<file path="src/rtl/tmt_pkg.sv">
package tmt_pkg;

  localparam int DATA_W = 32;

  // Byte offsets of the registers (software-visible map)
  localparam int OFF_STAT = 'h000;
  localparam int OFF_CTL  = 'h004;
  localparam int OFF_CNT  = 'h008;
  localparam int OFF_DIV  = 'h00C;
  localparam int OFF_ACT  = 'h014;
  localparam int OFF_CMP  = 'h018;
  localparam int OFF_MODE = 'h070;

  typedef enum logic [2:0] {
    SEL_NONE,
    SEL_STAT,
    SEL_CTL,
    SEL_CNT,
    SEL_DIV,
    SEL_ACT,
    SEL_CMP,
    SEL_MODE
  } reg_sel_e;

  // Match actions, bit 0 = interrupt enable
  typedef struct packed {
    logic halt;
    logic zero;
    logic ie;
  } match_act_t;

endpackage

</file>
<file path="src/rtl/tmt_decode.sv">
module tmt_decode #(
  parameter int ADDR_W = 8
) (
  input  logic [ADDR_W-1:0] addr,
  output tmt_pkg::reg_sel_e sel
);
  import tmt_pkg::*;

  always_comb begin
    if      (addr == ADDR_W'(OFF_STAT)) sel = SEL_STAT;
    else if (addr == ADDR_W'(OFF_CTL))  sel = SEL_CTL;
    else if (addr == ADDR_W'(OFF_CNT))  sel = SEL_CNT;
    else if (addr == ADDR_W'(OFF_DIV))  sel = SEL_DIV;
    else if (addr == ADDR_W'(OFF_ACT))  sel = SEL_ACT;
    else if (addr == ADDR_W'(OFF_CMP))  sel = SEL_CMP;
    else if (addr == ADDR_W'(OFF_MODE)) sel = SEL_MODE;
    else                                sel = SEL_NONE;
  end

endmodule

</file>
<file path="src/rtl/tmt_count.sv">
module tmt_count #(
  parameter int CNT_W = 32,
  parameter int PRE_W = 32
) (
  input  logic             clk,
  input  logic             rst_n,
  input  logic             run,
  input  logic             hold,
  input  logic [PRE_W-1:0] div,
  input  logic [CNT_W-1:0] cmp,
  input  logic             zero_on_hit,
  input  logic             load,
  input  logic [CNT_W-1:0] load_val,
  output logic [CNT_W-1:0] count,
  output logic             hit
);

  logic [PRE_W-1:0] pre_q;
  logic [CNT_W-1:0] count_q;
  logic [CNT_W-1:0] count_inc;
  logic             tick;

  assign tick      = run && !hold && (pre_q == div);
  assign count_inc = count_q + CNT_W'(1);
  // A bus load of the count wins; no match is judged on that edge
  assign hit       = tick && !load && (count_inc == cmp);

  always_ff @(posedge clk or negedge rst_n) begin
    if (!rst_n)         pre_q <= '0;
    else if (hold)      pre_q <= '0;
    else if (run) begin
      if (pre_q == div) pre_q <= '0;
      else              pre_q <= pre_q + PRE_W'(1);
    end
  end

  always_ff @(posedge clk or negedge rst_n) begin
    if (!rst_n)    count_q <= '0;
    else if (hold) count_q <= '0;
    else if (load) count_q <= load_val;
    else if (tick) count_q <= (hit && zero_on_hit) ? '0 : count_inc;
  end

  assign count = count_q;

endmodule

</file>
<file path="src/rtl/tmt_regs.sv">
module tmt_regs #(
  parameter int CNT_W = 32,
  parameter int PRE_W = 32
) (
  input  logic                       clk,
  input  logic                       rst_n,
  input  logic                       we,
  input  tmt_pkg::reg_sel_e          sel,
  input  logic [tmt_pkg::DATA_W-1:0] wdata,
  input  logic                       hit,
  input  logic [CNT_W-1:0]           count,
  output logic                       run,
  output logic                       hold,
  output logic [PRE_W-1:0]           div,
  output tmt_pkg::match_act_t        act,
  output logic [CNT_W-1:0]           cmp,
  output logic                       flag,
  output logic [tmt_pkg::DATA_W-1:0] rdata
);
  import tmt_pkg::*;

  logic ctl_wr, stat_wr;
  assign ctl_wr  = we && (sel == SEL_CTL);
  assign stat_wr = we && (sel == SEL_STAT);

  // Control: bus write wins over stop-on-match
  always_ff @(posedge clk or negedge rst_n) begin
    if (!rst_n) begin
      run  <= 1'b0;
      hold <= 1'b0;
    end else if (ctl_wr) begin
      run  <= wdata[0];
      hold <= wdata[1];
    end else if (hit && act.halt) begin
      run  <= 1'b0;
    end
  end

  // Match flag: a set beats a clearing write on the same edge
  always_ff @(posedge clk or negedge rst_n) begin
    if (!rst_n)                    flag <= 1'b0;
    else if (hit)                  flag <= 1'b1;
    else if (stat_wr && wdata[0])  flag <= 1'b0;
  end

  always_ff @(posedge clk or negedge rst_n) begin
    if (!rst_n) begin
      div <= '0;
      act <= '0;
      cmp <= '0;
    end else if (we) begin
      if (sel == SEL_DIV) div <= wdata[PRE_W-1:0];
      if (sel == SEL_ACT) act <= match_act_t'(wdata[2:0]);
      if (sel == SEL_CMP) cmp <= wdata[CNT_W-1:0];
    end
  end

  always_comb begin
    case (sel)
      SEL_STAT: rdata = DATA_W'(flag);
      SEL_CTL:  rdata = DATA_W'({hold, run});
      SEL_CNT:  rdata = DATA_W'(count);
      SEL_DIV:  rdata = DATA_W'(div);
      SEL_ACT:  rdata = DATA_W'(act);
      SEL_CMP:  rdata = DATA_W'(cmp);
      default:  rdata = '0;  // mode register and unmapped space
    endcase
  end

endmodule

</file>
<file path="src/rtl/tmt_top.sv">
module tmt_top #(
  parameter int ADDR_W = 8,
  parameter int CNT_W  = 32,
  parameter int PRE_W  = 32
) (
  input  logic                       clk,
  input  logic                       rst_n,
  input  logic [ADDR_W-1:0]          bus_addr,
  input  logic                       bus_we,
  input  logic [tmt_pkg::DATA_W-1:0] bus_wdata,
  output logic [tmt_pkg::DATA_W-1:0] bus_rdata,
  output logic                       irq
);
  import tmt_pkg::*;

  reg_sel_e         sel;
  logic             run, hold, flag, hit, cnt_load;
  logic [PRE_W-1:0] div;
  logic [CNT_W-1:0] cmp, count;
  match_act_t       act;

  tmt_decode #(.ADDR_W(ADDR_W)) u_dec (
    .addr (bus_addr),
    .sel  (sel)
  );

  assign cnt_load = bus_we && (sel == SEL_CNT);

  tmt_regs #(.CNT_W(CNT_W), .PRE_W(PRE_W)) u_regs (
    .clk   (clk),
    .rst_n (rst_n),
    .we    (bus_we),
    .sel   (sel),
    .wdata (bus_wdata),
    .hit   (hit),
    .count (count),
    .run   (run),
    .hold  (hold),
    .div   (div),
    .act   (act),
    .cmp   (cmp),
    .flag  (flag),
    .rdata (bus_rdata)
  );

  tmt_count #(.CNT_W(CNT_W), .PRE_W(PRE_W)) u_cnt (
    .clk         (clk),
    .rst_n       (rst_n),
    .run         (run),
    .hold        (hold),
    .div         (div),
    .cmp         (cmp),
    .zero_on_hit (act.zero),
    .load        (cnt_load),
    .load_val    (bus_wdata[CNT_W-1:0]),
    .count       (count),
    .hit         (hit)
  );

  assign irq = flag && act.ie;

endmodule

</file>
<file path="config.mk">
export PLATFORM = sky130hd
export DESIGN_NAME = tmt_top
export DESIGN_NICKNAME = d
export VERILOG_FILES = /design/src/rtl/tmt_pkg.sv /design/src/rtl/tmt_decode.sv /design/src/rtl/tmt_count.sv /design/src/rtl/tmt_regs.sv /design/src/rtl/tmt_top.sv
export SDC_FILE = /design/constraint.sdc
export NUM_CORES = 1
export LEC_CHECK = 0
export BUFFER_PORTS_ARGS = -buffer_cell sky130_fd_sc_hd__buf_2
export CAP_MARGIN = 10
export CORE_MARGIN = 4
export CORE_UTILIZATION = 61
export CTS_BUF_LIST = sky130_fd_sc_hd__clkbuf_8 sky130_fd_sc_hd__clkbuf_16
export CTS_CLUSTER_SIZE = 14
export DETAILED_ROUTE_END_ITERATION = 6
export PLACE_DENSITY = 0.93
export SETUP_SLACK_MARGIN = 0.05
export SLEW_MARGIN = 20
export SYNTH_ARGS = -nofsm -noshare
export SYNTH_HDL_FRONTEND = slang
export SYNTH_SLANG_ARGS = --single-unit
</file>
<file path="constraint.sdc">
create_clock -name clk -period 3.9 [get_ports clk]
set_input_delay 0.195 -clock clk [delete_from_list [all_inputs] [get_ports clk]]
set_output_delay 0.195 -clock clk [all_outputs]
set_load 0.03 [all_outputs]
</file>
==> tab_implementation.tex, run 1 <==
\begin{tabular}{lr}
\hline
Metric & Value \\
\hline
\multicolumn{2}{l}{\textbf{Run status}} \\
Result of the run & finished, final reports clean \\
\multicolumn{2}{l}{\textbf{Placement}} \\
Worst Setup Slack post-DPL & 0.214 ns \\
RePlAce Congestion & 0.980 \\
Dpl hpwl & 20100 um \\
Count of buffers inserted at the top-level ports & 75 \\
\multicolumn{2}{l}{\textbf{Clock tree}} \\
Clock input transition at the sequential cells of the worst setup and hold paths & 0.06 ns \\
CTS tree & built \\
Max H-tree Level & 4 \\
TritonCTS buffer count & 17 \\
Sink count of the clock tree & 134 \\
Root Driver & sky130\_fd\_sc\_hd\_\_clkbuf\_16 \\
Worst skew pair latency & 0.43 ns \\
CTS max path bufs & 2 \\
\multicolumn{2}{l}{\textbf{Floorplan}} \\
I/O pin cnt & 76 \\
Overall die area & 0.0170 mm\^{}2 \\
Die extent in x & 130 um \\
Site row count & 44 \\
Starting density of the core & 0.625 \\
Core region area & 0.0146 mm\^{}2 \\
Overall die height & 130 um \\
\multicolumn{2}{l}{\textbf{Finish}} \\
Fraction of layout cells with a size suffix above 1 & 0.229 \\
Synth-to-layout area growth & 13.0\% \\
Ant. Diodes & 0 \\
Most common cell after layout, fill and taps aside & sky130\_fd\_sc\_hd\_\_dfrtp\_1 \\
Number of fill cells in the layout & 1024 \\
Share of the core filled with cells & 0.706 \\
Commonest non-fill, non-tap cells in the layout & sky130\_fd\_sc\_hd\_\_dfrtp\_1 (134), sky130\_fd\_sc\_hd\_\_nand2\_1 (110), sky130\_fd\_sc\_hd\_\_o21ai\_0 (95), sky130\_fd\_sc\_hd\_\_buf\_2 (74), sky130\_fd\_sc\_hd\_\_mux2\_2 (69) \\
Area of combinational cells with multiple inputs & 0.00537 mm\^{}2 \\
Sequential cell area & 0.00335 mm\^{}2 \\
Net total in the final layout & 1112 \\
\multicolumn{2}{l}{\textbf{STA}} \\
Setup clock skew after layout & 0.0111 ns \\
Final total negative setup slack & 0 ns \\
Worst max-slew margin expressed relative to the limit & 0.307 \\
Worst-case setup margin in the final layout & 0.226 ns \\
Fin. Hold Viols & 0 \\
Setup-violating endpoint count in the final report & 0 \\
Slew Viols, Final & 0 \\
Clock period minus final worst setup slack & 3.67 ns \\
Final period util & 0.942 \\
Highest clock rate & 272 MHz \\
Pin slew with the least headroom to its limit & 1.04 ns \\
Unrepaired setup endpoints after global routing & no \\
\multicolumn{2}{l}{\textbf{Setup path}} \\
Kind of start point of the critical path & flop \\
CP Data Required Time & 4.21 ns \\
Max FO, Critical Path & 9 \\
CP endpoint kind & flop \\
Critical Setup Path Class & reg2reg \\
Arrival time reported for the critical path endpoint & 3.99 ns \\
\multicolumn{2}{l}{\textbf{Run}} \\
Max-cap violations & 0 \\
\multicolumn{2}{l}{\textbf{Synthesis}} \\
Synth top area share & 0.368 \\
Register bit count reported by yosys & 134 \\
Most instantiated flip-flop cell in the synthesis netlist & sky130\_fd\_sc\_hd\_\_dfrtp\_1 \\
Asr flop ratio synth & 1.00 \\
Sequential share of the synthesized area & 0.368 \\
Post-Synthesis Cells & 1007 \\
Post-synth net total & 1052 \\
Syn avg cell area & 9.05 um\^{}2 \\
Largest cells by area after synthesis & sky130\_fd\_sc\_hd\_\_dfrtp\_1 (37\%), sky130\_fd\_sc\_hd\_\_mux2\_2 (8.5\%), sky130\_fd\_sc\_hd\_\_o21ai\_0 (5.2\%) \\
Number of synthesis warnings & 0 \\
Number of flops mapped to enable cells by yosys & 0 \\
Synthesized cell area & 0.00911 mm\^{}2 \\
Top cell type by total area after synthesis & sky130\_fd\_sc\_hd\_\_dfrtp\_1 \\
Number of distinct library cells after synthesis & 75 \\
\multicolumn{2}{l}{\textbf{Detailed routing}} \\
Routed wire length & 28700 um \\
Number of remaining DRC errors & 0 \\
Antenna-violating nets left & 0 \\
DR vias & 8735 \\
Number of detailed-route iterations in the first pass & 6 \\
Routed WL per cell & 22.7 um \\
First-iteration detailed-routing DRC count & 1240 \\
Average vias per placed instance & 6.91 \\
\multicolumn{2}{l}{\textbf{Pwr}} \\
Pwr Total & 4.03 mW \\
Power per Cell Area & 392 mW/mm\^{}2 \\
VDD IR-drop max & 0.316 mV \\
Reported leakage power & 4.73 nW \\
\multicolumn{2}{l}{\textbf{Worst hold path}} \\
Worst min path class & in2reg \\
\multicolumn{2}{l}{\textbf{Global routing}} \\
Via count of the first global-routing pass & 8226 \\
Wire length of the first global-routing pass & 44900 um \\
Overflow after GRT & 0 \\
Global Route Usage Sum & 0.346 \\
Largest net degree at the start of global routing & 78 \\
Initial antenna violation count & 0 \\
\hline
\end{tabular}
==> sequential cells by signal, indices dropped and copies added (netlist names) <==
signal       count
u_cnt.count     32
u_cnt.pre_q     32
u_regs.cmp      32
u_regs.div      32
u_regs.act       3
u_regs.flag      1
u_regs.hold      1
u_regs.run       1
==> power breakdown <==
group / switching [mW] / internal [mW] / leakage, nW
registers: 0.120 / 1.46 / 1.71
logic: 0.540 / 0.355 / 2.74
clock network: 0.635 / 0.924 / 0.283
total: 1.29 / 2.74 / 4.73
==> cell type report <==
cell class	instances	area share
Clock buffer	20	0.0453
Clock inverter	12	0.0101
Inverter	21	0.00765
Multi-Input combinational cell	777	0.522
Sequential cell	134	0.326
Tap cell	184	0.0224
Timing Repair Buffer	116	0.0672
==> Yosys cell counts (6+ instances only) <==
| master | count |
|---|---|
| sky130_fd_sc_hd__nand3_1 | 31 |
| sky130_fd_sc_hd__a21oi_1 | 27 |
| sky130_fd_sc_hd__inv_1 | 21 |
| sky130_fd_sc_hd__and4_1 | 7 |
| sky130_fd_sc_hd__nor4_1 | 31 |
| sky130_fd_sc_hd__or3_1 | 7 |
| sky130_fd_sc_hd__buf_4 | 13 |
| sky130_fd_sc_hd__xor2_1 | 52 |
| sky130_fd_sc_hd__o21ai_0 | 95 |
| sky130_fd_sc_hd__a21o_1 | 6 |
| sky130_fd_sc_hd__a22oi_1 | 15 |
| sky130_fd_sc_hd__a221o_1 | 7 |
| sky130_fd_sc_hd__nor3_1 | 18 |
| sky130_fd_sc_hd__mux2_2 | 69 |
| sky130_fd_sc_hd__mux2i_1 | 35 |
| sky130_fd_sc_hd__buf_1 | 7 |
| sky130_fd_sc_hd__o41ai_1 | 6 |
| sky130_fd_sc_hd__nor2_1 | 54 |
| sky130_fd_sc_hd__dfrtp_1 | 134 |
| sky130_fd_sc_hd__nand2b_1 | 7 |
| sky130_fd_sc_hd__or4_1 | 6 |
| sky130_fd_sc_hd__xnor2_1 | 26 |
| sky130_fd_sc_hd__buf_2 | 7 |
| sky130_fd_sc_hd__and2_1 | 8 |
| sky130_fd_sc_hd__a31oi_1 | 7 |
| sky130_fd_sc_hd__nand4_1 | 29 |
| sky130_fd_sc_hd__nand2_1 | 110 |
| sky130_fd_sc_hd__and3_1 | 24 |
| sky130_fd_sc_hd__clkbuf_1 | 47 |
| sky130_fd_sc_hd__o31ai_1 | 9 |
==> stage by stage <==
step	std cells	instance area, um^2	hold WS, ns
final	1264	10300	0.0199
after floorplan	1007	9110	-0.101
after global placement	1230	9700	0.269
after CTS	1263	10300	0.0145
after global routing	1264	10300	0.0291
after detailed placement	1230	9700	0.271
==> metal layers <==
metal | wire length (um) | GRT usage
met1 | 11100 | 0.461
met4 | 1380 | 0.152
met3 | 2890 | 0.0737
met2 | 13400 | 0.545
met5 | 0 | 0
==> worst max-delay path, cell delays in order, from the launching register on <==
cell and delay [ns]:
sky130_fd_sc_hd__dfrtp_1 0.52, sky130_fd_sc_hd__ha_2 0.34, sky130_fd_sc_hd__nand4_4 0.20, sky130_fd_sc_hd__or3_1 0.40, sky130_fd_sc_hd__or4_1 0.64, sky130_fd_sc_hd__mux2i_2 0.31
sky130_fd_sc_hd__nand3b_1 0.13, sky130_fd_sc_hd__nor4_2 0.24, sky130_fd_sc_hd__nand3_2 0.27, sky130_fd_sc_hd__nor3b_1 0.25, sky130_fd_sc_hd__a221o_1 0.26
==> final timing paths <==
path | from | to | slack [ns] | cells after the start
setup / recovery | u_cnt.count[0] | u_cnt.count[16] | 0.23 | 10
hold / removal | bus_wdata[30] | u_cnt.count[30] | 0.02 | 3
setup reg to reg | u_cnt.count[0] | u_cnt.count[16] | 0.23 | 10
hold reg to reg | u_cnt.pre_q[2] | u_cnt.pre_q[2] | 0.54 | 1
max in group asynchronous | rst_n | u_cnt.count[25] | 2.58 | 3
min in group asynchronous | rst_n | u_regs.div[27] | 0.37 | 2
==> cell families (layout without fill, tap and decap cells) <==
logic type | count (synthesis) | after routing | share of synthesized area
AO/OA/AOI/OAI | 216 | 216 | 0.152
XOR/XNOR | 78 | 78 | 0.0750
adder cells (fa/ha/maj) | 3 | 3 | 0.00384
buffers and inverters | 96 | 169 | 0.0460
flip-flops | 134 | 134 | 0.368
multiplexers | 104 | 104 | 0.124
AND/OR/NAND/NOR | 376 | 376 | 0.231
==> repair_timing <==
action / in CTS / in global routing
endpoints found under the setup margin: 0 / 17
hold buffers: 1 / 0
setup buffers: 0 / 1
hold endpoints to repair: 75 / 0
gates resized for setup: 0 / 2
Power figures use the tool's default switching activity.
==> run 2: changes to the inputs <==
--- a/config.mk
+++ b/config.mk
@@ -5,7 +5,7 @@
 export SDC_FILE = /design/constraint.sdc
 export NUM_CORES = 1
 export LEC_CHECK = 0
-export BUFFER_PORTS_ARGS = -buffer_cell sky130_fd_sc_hd__buf_2
+export BUFFER_PORTS_ARGS = -buffer_cell sky130_fd_sc_hd__buf_4
 export CAP_MARGIN = 10
 export CORE_MARGIN = 4
 export CORE_UTILIZATION = 61
==> tab_implementation.tex, run 2 (same netlist as run 1, synthesis figures left out) <==
\begin{tabular}{lr}
\hline
Metric & Value \\
\hline
\multicolumn{2}{l}{\textbf{Detailed routing}} \\
Number of detailed-route iterations in the first pass & 6 (unchanged) \\
Number of remaining DRC errors & 0 (unchanged) \\
Routed wire length & 29100 um (+1.4\%) \\
Average vias per placed instance & 6.89 (-0.33\%) \\
Routed WL per cell & 23.0 um (+1.1\%) \\
DR vias & 8734 (-0.011\%) \\
Antenna-violating nets left & 0 (unchanged) \\
First-iteration detailed-routing DRC count & 1009 (-19\%) \\
\multicolumn{2}{l}{\textbf{STA}} \\
Worst hold slack after final layout & 0.00505 ns (-0.0148 ns) \\
Fin. Hold Viols & 0 (unchanged) \\
Final total negative setup slack & 0 ns (unchanged) \\
Highest clock rate & 274 MHz (+0.58\%) \\
Unrepaired setup endpoints after global routing & no \\
Final period util & 0.937 (-0.00541) \\
Worst max-slew margin expressed relative to the limit & 0.402 (+0.0951) \\
Pin slew with the least headroom to its limit & 0.896 ns (-0.140 ns) \\
Setup clock skew after layout & 0.0109 ns (-0.000266 ns) \\
Clock period minus final worst setup slack & 3.65 ns (-0.0211 ns) \\
Slew Viols, Final & 0 (unchanged) \\
Setup-violating endpoint count in the final report & 0 (unchanged) \\
\multicolumn{2}{l}{\textbf{Placement}} \\
Cell Area, Placed & 0.00990 mm\^{}2 (+2.1\%) \\
Dpl hpwl & 20300 um (+0.71\%) \\
\# placed instances & 1232 (+0.16\%) \\
Count of buffers inserted at the top-level ports & 75 (unchanged) \\
RePlAce Congestion & 0.983 (+0.36\%) \\
\multicolumn{2}{l}{\textbf{Setup path}} \\
Cell family with the largest share of critical-path delay & simple AND/OR/NAND/NOR gates \\
CP Data Required Time & 4.22 ns (about the same) \\
Worst-case reg-to-reg path depth & 9 (-1) \\
Critical Path Sink & u\_cnt.count[3] \\
Cell Chain, Critical Path & nand4\_1 > or4\_1 > or3\_1 > xnor2\_1 > nor3\_1 > and4bb\_1 > nand4b\_4 > a31o\_1 > a221o\_1 \\
Critical R2R Launch & u\_cnt.count[6] \\
Worst R2R End & u\_cnt.count[3] \\
Critical path launch point & u\_cnt.count[6] \\
Number of buffers and inverters on the critical path & 0 (unchanged) \\
Slowest cell on crit path & sky130\_fd\_sc\_hd\_\_or4\_1 \\
Peak per-stage delay on the critical path & 0.66 ns (+0.02 ns) \\
Kind of start point of the critical path & flop \\
Arrival time reported for the critical path endpoint & 3.97 ns (-0.02 ns) \\
Setup slack on the worst flop-to-flop path & 0.25 ns (+0.02 ns) \\
Critical Setup Path Class & reg2reg \\
Total stage count of the critical path & 9 (-1) \\
Max FO, Critical Path & 8 (-1) \\
CP endpoint kind & flop \\
\multicolumn{2}{l}{\textbf{Clock tree}} \\
CTS tree & built \\
Root Driver & sky130\_fd\_sc\_hd\_\_clkbuf\_16 \\
Max H-tree Level & 4 (unchanged) \\
Sink count of the clock tree & 134 (unchanged) \\
Clock input transition at the sequential cells of the worst setup and hold paths & 0.06 ns (about the same) \\
TritonCTS buffer count & 17 (unchanged) \\
Worst skew pair latency & 0.43 ns (about the same) \\
CTS max path bufs & 2 (unchanged) \\
\multicolumn{2}{l}{\textbf{Global routing}} \\
Via count of the first global-routing pass & 8465 (+2.9\%) \\
Overflow after GRT & 0 (unchanged) \\
Initial antenna violation count & 0 (unchanged) \\
Largest net degree at the start of global routing & 110 (+41\%) \\
Global Route Usage Sum & 0.355 (+0.00895) \\
Wire length of the first global-routing pass & 46100 um (+2.8\%) \\
\multicolumn{2}{l}{\textbf{Floorplan}} \\
I/O pin cnt & 76 (unchanged) \\
Overall die height & 130 um (unchanged) \\
Site row count & 44 (unchanged) \\
Die extent in x & 130 um (unchanged) \\
Starting density of the core & 0.625 (unchanged) \\
Overall die area & 0.0170 mm\^{}2 (unchanged) \\
Core region area & 0.0146 mm\^{}2 (unchanged) \\
\multicolumn{2}{l}{\textbf{Worst hold path}} \\
Worst Hold Launch & bus\_wdata[24] \\
Worst min path class & in2reg \\
\multicolumn{2}{l}{\textbf{Finish}} \\
Most common cell after layout, fill and taps aside & sky130\_fd\_sc\_hd\_\_dfrtp\_1 \\
Synth-to-layout area growth & 16.0\% \\
Net total in the final layout & 1116 (+0.36\%) \\
Number of fill cells in the layout & 1051 (+2.6\%) \\
Ant. Diodes & 0 (unchanged) \\
Sequential cell area & 0.00335 mm\^{}2 (about the same) \\
Cell area after layout & 0.0106 mm\^{}2 (+2.6\%) \\
Fraction of layout cells with a size suffix above 1 & 0.231 (+0.00192) \\
Number of standard cells in the final layout excluding fillers & 1268 (+0.32\%) \\
Area of combinational cells with multiple inputs & 0.00539 mm\^{}2 (+0.28\%) \\
Commonest non-fill, non-tap cells in the layout & sky130\_fd\_sc\_hd\_\_dfrtp\_1 (133), sky130\_fd\_sc\_hd\_\_buf\_4 (116), sky130\_fd\_sc\_hd\_\_nand2\_1 (110), sky130\_fd\_sc\_hd\_\_o21ai\_0 (95), sky130\_fd\_sc\_hd\_\_mux2\_2 (69) \\
\multicolumn{2}{l}{\textbf{Pwr}} \\
VDD IR-drop max & 0.332 mV (+4.9\%) \\
Power per Cell Area & 386 mW/mm\^{}2 (-1.4\%) \\
Reported leakage power & 4.82 nW (+1.8\%) \\
\multicolumn{2}{l}{\textbf{Run status}} \\
Result of the run & finished, final reports clean \\
\multicolumn{2}{l}{\textbf{Run}} \\
Max-cap violations & 0 (unchanged) \\
\hline
\end{tabular}
==> run 2: timing repair <==
| action | in CTS | in global routing |
|---|---|---|
| buffers inserted | 0 | 1 |
| endpoints found under the setup margin | 0 | 12 |
| endpoints found under the hold margin | 109 | 0 |
| resized for setup | 0 | 4 |
| hold buffers | 2 | 0 |
==> run 2: metal layers <==
| metal | part of all wire | track usage | vias up |
|---|---|---|---|
| met5 | 0 | 0 | - |
| met3 | 0.11 | 0.0880 | 100 |
| met2 | 0.47 | 0.545 | 579 |
| met1 | 0.39 | 0.477 | 4216 |
| li1 | - | - | 3839 |
| met4 | 0.041 | 0.158 | 0 |
==> run 2: how the worst min path moves through the flow <==
stage / slack [ns] / to / cells past startpoint
floorplan: -0.10 / u_cnt.count[0] / 0
global placement: 0.39 / u_regs.div[28] / 1
detailed placement: 0.40 / u_cnt.count[29] / 1
CTS: 0.0007 / u_cnt.count[24] / 3
global route: 0.004 / u_cnt.count[24] / 3
finish: 0.005 / u_cnt.count[24] / 3
==> run 2: area by class of cell <==
class	instances	share of cell area
inverters	21	0.00746
well taps	184	0.0218
repair buffers	120	0.0882
clock buffers	19	0.0429
multi-input cells	777	0.510
flip-flops and latches	134	0.317
clock inverters	13	0.0127
==> run 2: power by group <==
group / switching (mW) / internal [mW]
clock: 0.635 / 0.970
sequential: 0.121 / 1.46
combinational: 0.535 / 0.363
==> run 2: per-stage QoR <==
stage	util	total power, mW	worst slack [ns]
6_report	0.725	4.08	0.247
5_1_grt	0.725	4.22	0.0902
4_1_cts	0.720	4.04	0.191
3_5_place_dp	0.679	2.45	0.224
3_3_place_gp	0.679	2.43	0.321
2_1_floorplan	-	2.15	0.695
==> run 2: worst min-delay path: stages <==
cell,delay (ns)
sky130_fd_sc_hd__buf_4,0.09
sky130_fd_sc_hd__a32oi_1,0.05
sky130_fd_sc_hd__o21ai_1,0.06
==> run 3: changes to the inputs <==
--- a/config.mk
+++ b/config.mk
@@ -8,11 +8,11 @@
 export BUFFER_PORTS_ARGS = -buffer_cell sky130_fd_sc_hd__buf_4
 export CAP_MARGIN = 10
 export CORE_MARGIN = 4
-export CORE_UTILIZATION = 61
+export CORE_UTILIZATION = 55
 export CTS_BUF_LIST = sky130_fd_sc_hd__clkbuf_8 sky130_fd_sc_hd__clkbuf_16
 export CTS_CLUSTER_SIZE = 14
 export DETAILED_ROUTE_END_ITERATION = 6
-export PLACE_DENSITY = 0.93
+export PLACE_DENSITY = 0.86
 export SETUP_SLACK_MARGIN = 0.05
 export SLEW_MARGIN = 20
 export SYNTH_ARGS = -nofsm -noshare
==> tab_implementation.tex, run 3 (same netlist as run 1, synthesis figures left out) <==
\begin{tabular}{lr}
\hline
Metric & Value \\
\hline
\multicolumn{2}{l}{\textbf{Pwr}} \\
Cell Int Power & 3.08 mW (+10\%) \\
Proportion of total power due to net switching & 0.292 (-0.0242) \\
Reported leakage power & 4.79 nW (-0.51\%) \\
Sequential group share of total power & 0.364 (-0.023) \\
Power per Cell Area & 411 mW/mm\^{}2 (+6.3\%) \\
VDD IR-drop max & 0.336 mV (+1.3\%) \\
Clk pwr share & 0.434 (+0.041) \\
Logic gate share of total power & 0.201 (-0.019) \\
P\_sw & 1.27 mW (-1.5\%) \\
\multicolumn{2}{l}{\textbf{Setup path}} \\
Critical R2R Launch & u\_cnt.count[0] \\
Setup slack on the worst flop-to-flop path & 0.26 ns (+0.02 ns) \\
Critical Setup Path Class & reg2reg \\
Worst R2R End & u\_cnt.count[26] \\
Worst-case reg-to-reg path depth & 11 (+2) \\
CP Data Required Time & 4.19 ns (-0.03 ns) \\
Arrival time reported for the critical path endpoint & 3.93 ns (-0.04 ns) \\
Critical path launch point & u\_cnt.count[0] \\
Max FO, Critical Path & 10 (+2) \\
Critical Path Sink & u\_cnt.count[26] \\
Kind of start point of the critical path & flop \\
CP endpoint kind & flop \\
\multicolumn{2}{l}{\textbf{Placement}} \\
Count of buffers inserted at the top-level ports & 75 (unchanged) \\
Worst Setup Slack post-DPL & 0.276 ns (+0.0527 ns) \\
\# placed instances & 1256 (+1.9\%) \\
RePlAce Congestion & 1.01 (+2.5\%) \\
Dpl hpwl & 20500 um (+1.1\%) \\
\multicolumn{2}{l}{\textbf{Floorplan}} \\
Die extent in x & 137 um (+5.0\%) \\
Overall die height & 137 um (+5.0\%) \\
Starting density of the core & 0.567 (-0.0571) \\
Core region area & 0.0161 mm\^{}2 (+10\%) \\
Overall die area & 0.0187 mm\^{}2 (+10\%) \\
I/O pin cnt & 76 (unchanged) \\
Site row count & 46 (+4.5\%) \\
\multicolumn{2}{l}{\textbf{Clock tree}} \\
TritonCTS buffer count & 17 (unchanged) \\
Max H-tree Level & 4 (unchanged) \\
Sink count of the clock tree & 134 (unchanged) \\
CTS max path bufs & 2 (unchanged) \\
CTS tree & built \\
Root Driver & sky130\_fd\_sc\_hd\_\_clkbuf\_16 \\
Worst skew pair latency & 0.43 ns (about the same) \\
Clock input transition at the sequential cells of the worst setup and hold paths & 0.06 ns (about the same) \\
\multicolumn{2}{l}{\textbf{Finish}} \\
Number of standard cells in the final layout excluding fillers & 1290 (+1.7\%) \\
Net total in the final layout & 1106 (-0.90\%) \\
Synth-to-layout area growth & 16.4\% \\
Number of fill cells in the layout & 1224 (+16\%) \\
Most common cell after layout, fill and taps aside & sky130\_fd\_sc\_hd\_\_dfrtp\_1 \\
Commonest non-fill, non-tap cells in the layout & sky130\_fd\_sc\_hd\_\_dfrtp\_1 (134), sky130\_fd\_sc\_hd\_\_nand2\_1 (110), sky130\_fd\_sc\_hd\_\_buf\_4 (107), sky130\_fd\_sc\_hd\_\_o21ai\_0 (95), sky130\_fd\_sc\_hd\_\_mux2\_2 (69) \\
Ant. Diodes & 0 (unchanged) \\
Fraction of layout cells with a size suffix above 1 & 0.223 (-0.00716) \\
Share of the core filled with cells & 0.660 (-0.0642) \\
\multicolumn{2}{l}{\textbf{STA}} \\
Unrepaired setup endpoints after global routing & no \\
Slew Viols, Final & 0 (unchanged) \\
Worst-case setup margin in the final layout & 0.263 ns (+0.0158 ns) \\
Final period util & 0.933 (-0.00404) \\
Final total negative setup slack & 0 ns (unchanged) \\
Clock period minus final worst setup slack & 3.64 ns (-0.0158 ns) \\
Pin slew with the least headroom to its limit & 1.13 ns (+0.233 ns) \\
Setup clock skew after layout & 0.00854 ns (-0.00234 ns) \\
Setup-violating endpoint count in the final report & 0 (unchanged) \\
Worst max-slew margin expressed relative to the limit & 0.245 (-0.157) \\
Fin. Hold Viols & 0 (unchanged) \\
Highest clock rate & 275 MHz (+0.43\%) \\
\multicolumn{2}{l}{\textbf{Detailed routing}} \\
Number of detailed-route iterations in the first pass & 6 (unchanged) \\
Routed WL per cell & 22.4 um (-2.3\%) \\
DR vias & 8708 (-0.30\%) \\
Number of remaining DRC errors & 0 (unchanged) \\
Routed wire length & 29000 um (-0.61\%) \\
Antenna-violating nets left & 0 (unchanged) \\
Average vias per placed instance & 6.75 (-2.0\%) \\
First-iteration detailed-routing DRC count & 930 (-7.8\%) \\
\multicolumn{2}{l}{\textbf{Global routing}} \\
Largest net degree at the start of global routing & 58 (-47\%) \\
Overflow after GRT & 0 (unchanged) \\
Wire length of the first global-routing pass & 45800 um (-0.63\%) \\
Via count of the first global-routing pass & 8320 (-1.7\%) \\
Global Route Usage Sum & 0.317 (-0.0372) \\
Initial antenna violation count & 0 (unchanged) \\
\multicolumn{2}{l}{\textbf{Worst hold path}} \\
Worst min path class & in2reg \\
\multicolumn{2}{l}{\textbf{Run}} \\
Max-cap violations & 0 (unchanged) \\
\multicolumn{2}{l}{\textbf{Run status}} \\
Result of the run & finished, final reports clean \\
\hline
\end{tabular}
-- run 3: cell type report --
cell class | count | area [um^2] | area share
flip-flops and latches | 134 | 3350 | 0.316
clock buffers | 21 | 480 | 0.0453
well taps | 216 | 270 | 0.0255
multi-input cells | 777 | 5370 | 0.506
clock inverters | 11 | 218 | 0.0205
inverters | 21 | 78.8 | 0.00743
repair buffers | 110 | 835 | 0.0787
-- run 3: routing by layer --
layer,track usage,part of all wire,vias to the layer above
met3,0.0629,0.096,99
met5,0,0,-
met1,0.422,0.39,4254
met4,0.133,0.040,0
li1,-,-,3806
met2,0.507,0.47,549
-- run 3: how the worst min path moves through the flow --
stage / endpoint / cells after the start / from
6_report: u_cnt.count[29] / 3 / bus_wdata[29]
5_1_grt: u_cnt.count[29] / 3 / bus_wdata[29]
4_1_cts: u_cnt.count[24] / 3 / bus_wdata[24]
3_5_place_dp: u_cnt.pre_q[30] / 1 / rst_n
3_3_place_gp: u_cnt.pre_q[30] / 1 / rst_n
2_1_floorplan: u_cnt.count[0] / 0 / rst_n
-- run 3: power groups by stage --
| stage | logic [mW] | registers, mW | clock network (mW) |
|---|---|---|---|
| 2_1_floorplan | 0.611 | 1.54 | 0 |
| 3_3_place_gp | 0.830 | 1.60 | 0 |
| 3_5_place_dp | 0.840 | 1.60 | 0 |
| 4_1_cts | 0.851 | 1.58 | 1.90 |
| 5_1_grt | 0.946 | 1.60 | 1.97 |
| 6_report | 0.877 | 1.59 | 1.89 |
-- run 3: critical path, stage by stage (launching register included) --
cell and delay (ns):
sky130_fd_sc_hd__dfrtp_1 0.48, sky130_fd_sc_hd__ha_2 0.32, sky130_fd_sc_hd__nand4_4 0.20, sky130_fd_sc_hd__nor3_1 0.20
sky130_fd_sc_hd__nand4_1 0.18, sky130_fd_sc_hd__xnor2_1 0.35, sky130_fd_sc_hd__or4b_4 0.55, sky130_fd_sc_hd__nor4b_4 0.37
sky130_fd_sc_hd__a41oi_4 0.22, sky130_fd_sc_hd__buf_4 0.26, sky130_fd_sc_hd__a32oi_1 0.24, sky130_fd_sc_hd__o21ai_1 0.13
-- run 3: what timing repair did --
item | 4_1_cts | 5_1_grt
gates resized for setup | 0 | 1
hold buffers | 2 | 0
setup endpoints to repair | 0 | 2
setup buffers | 0 | 0
endpoints found under the hold margin | 56 | 0
-- run 3: through the flow --
step                      instance area (um^2)  hold WS (ns)  power [mW]
final                                    10600        0.0178        4.35
after global routing                     10600        0.0197        4.51
after CTS                                10600       0.00899        4.33
after detailed placement                  9880         0.196        2.44
after global placement                    9880         0.196        2.43
after floorplan                           9110        -0.101        2.15
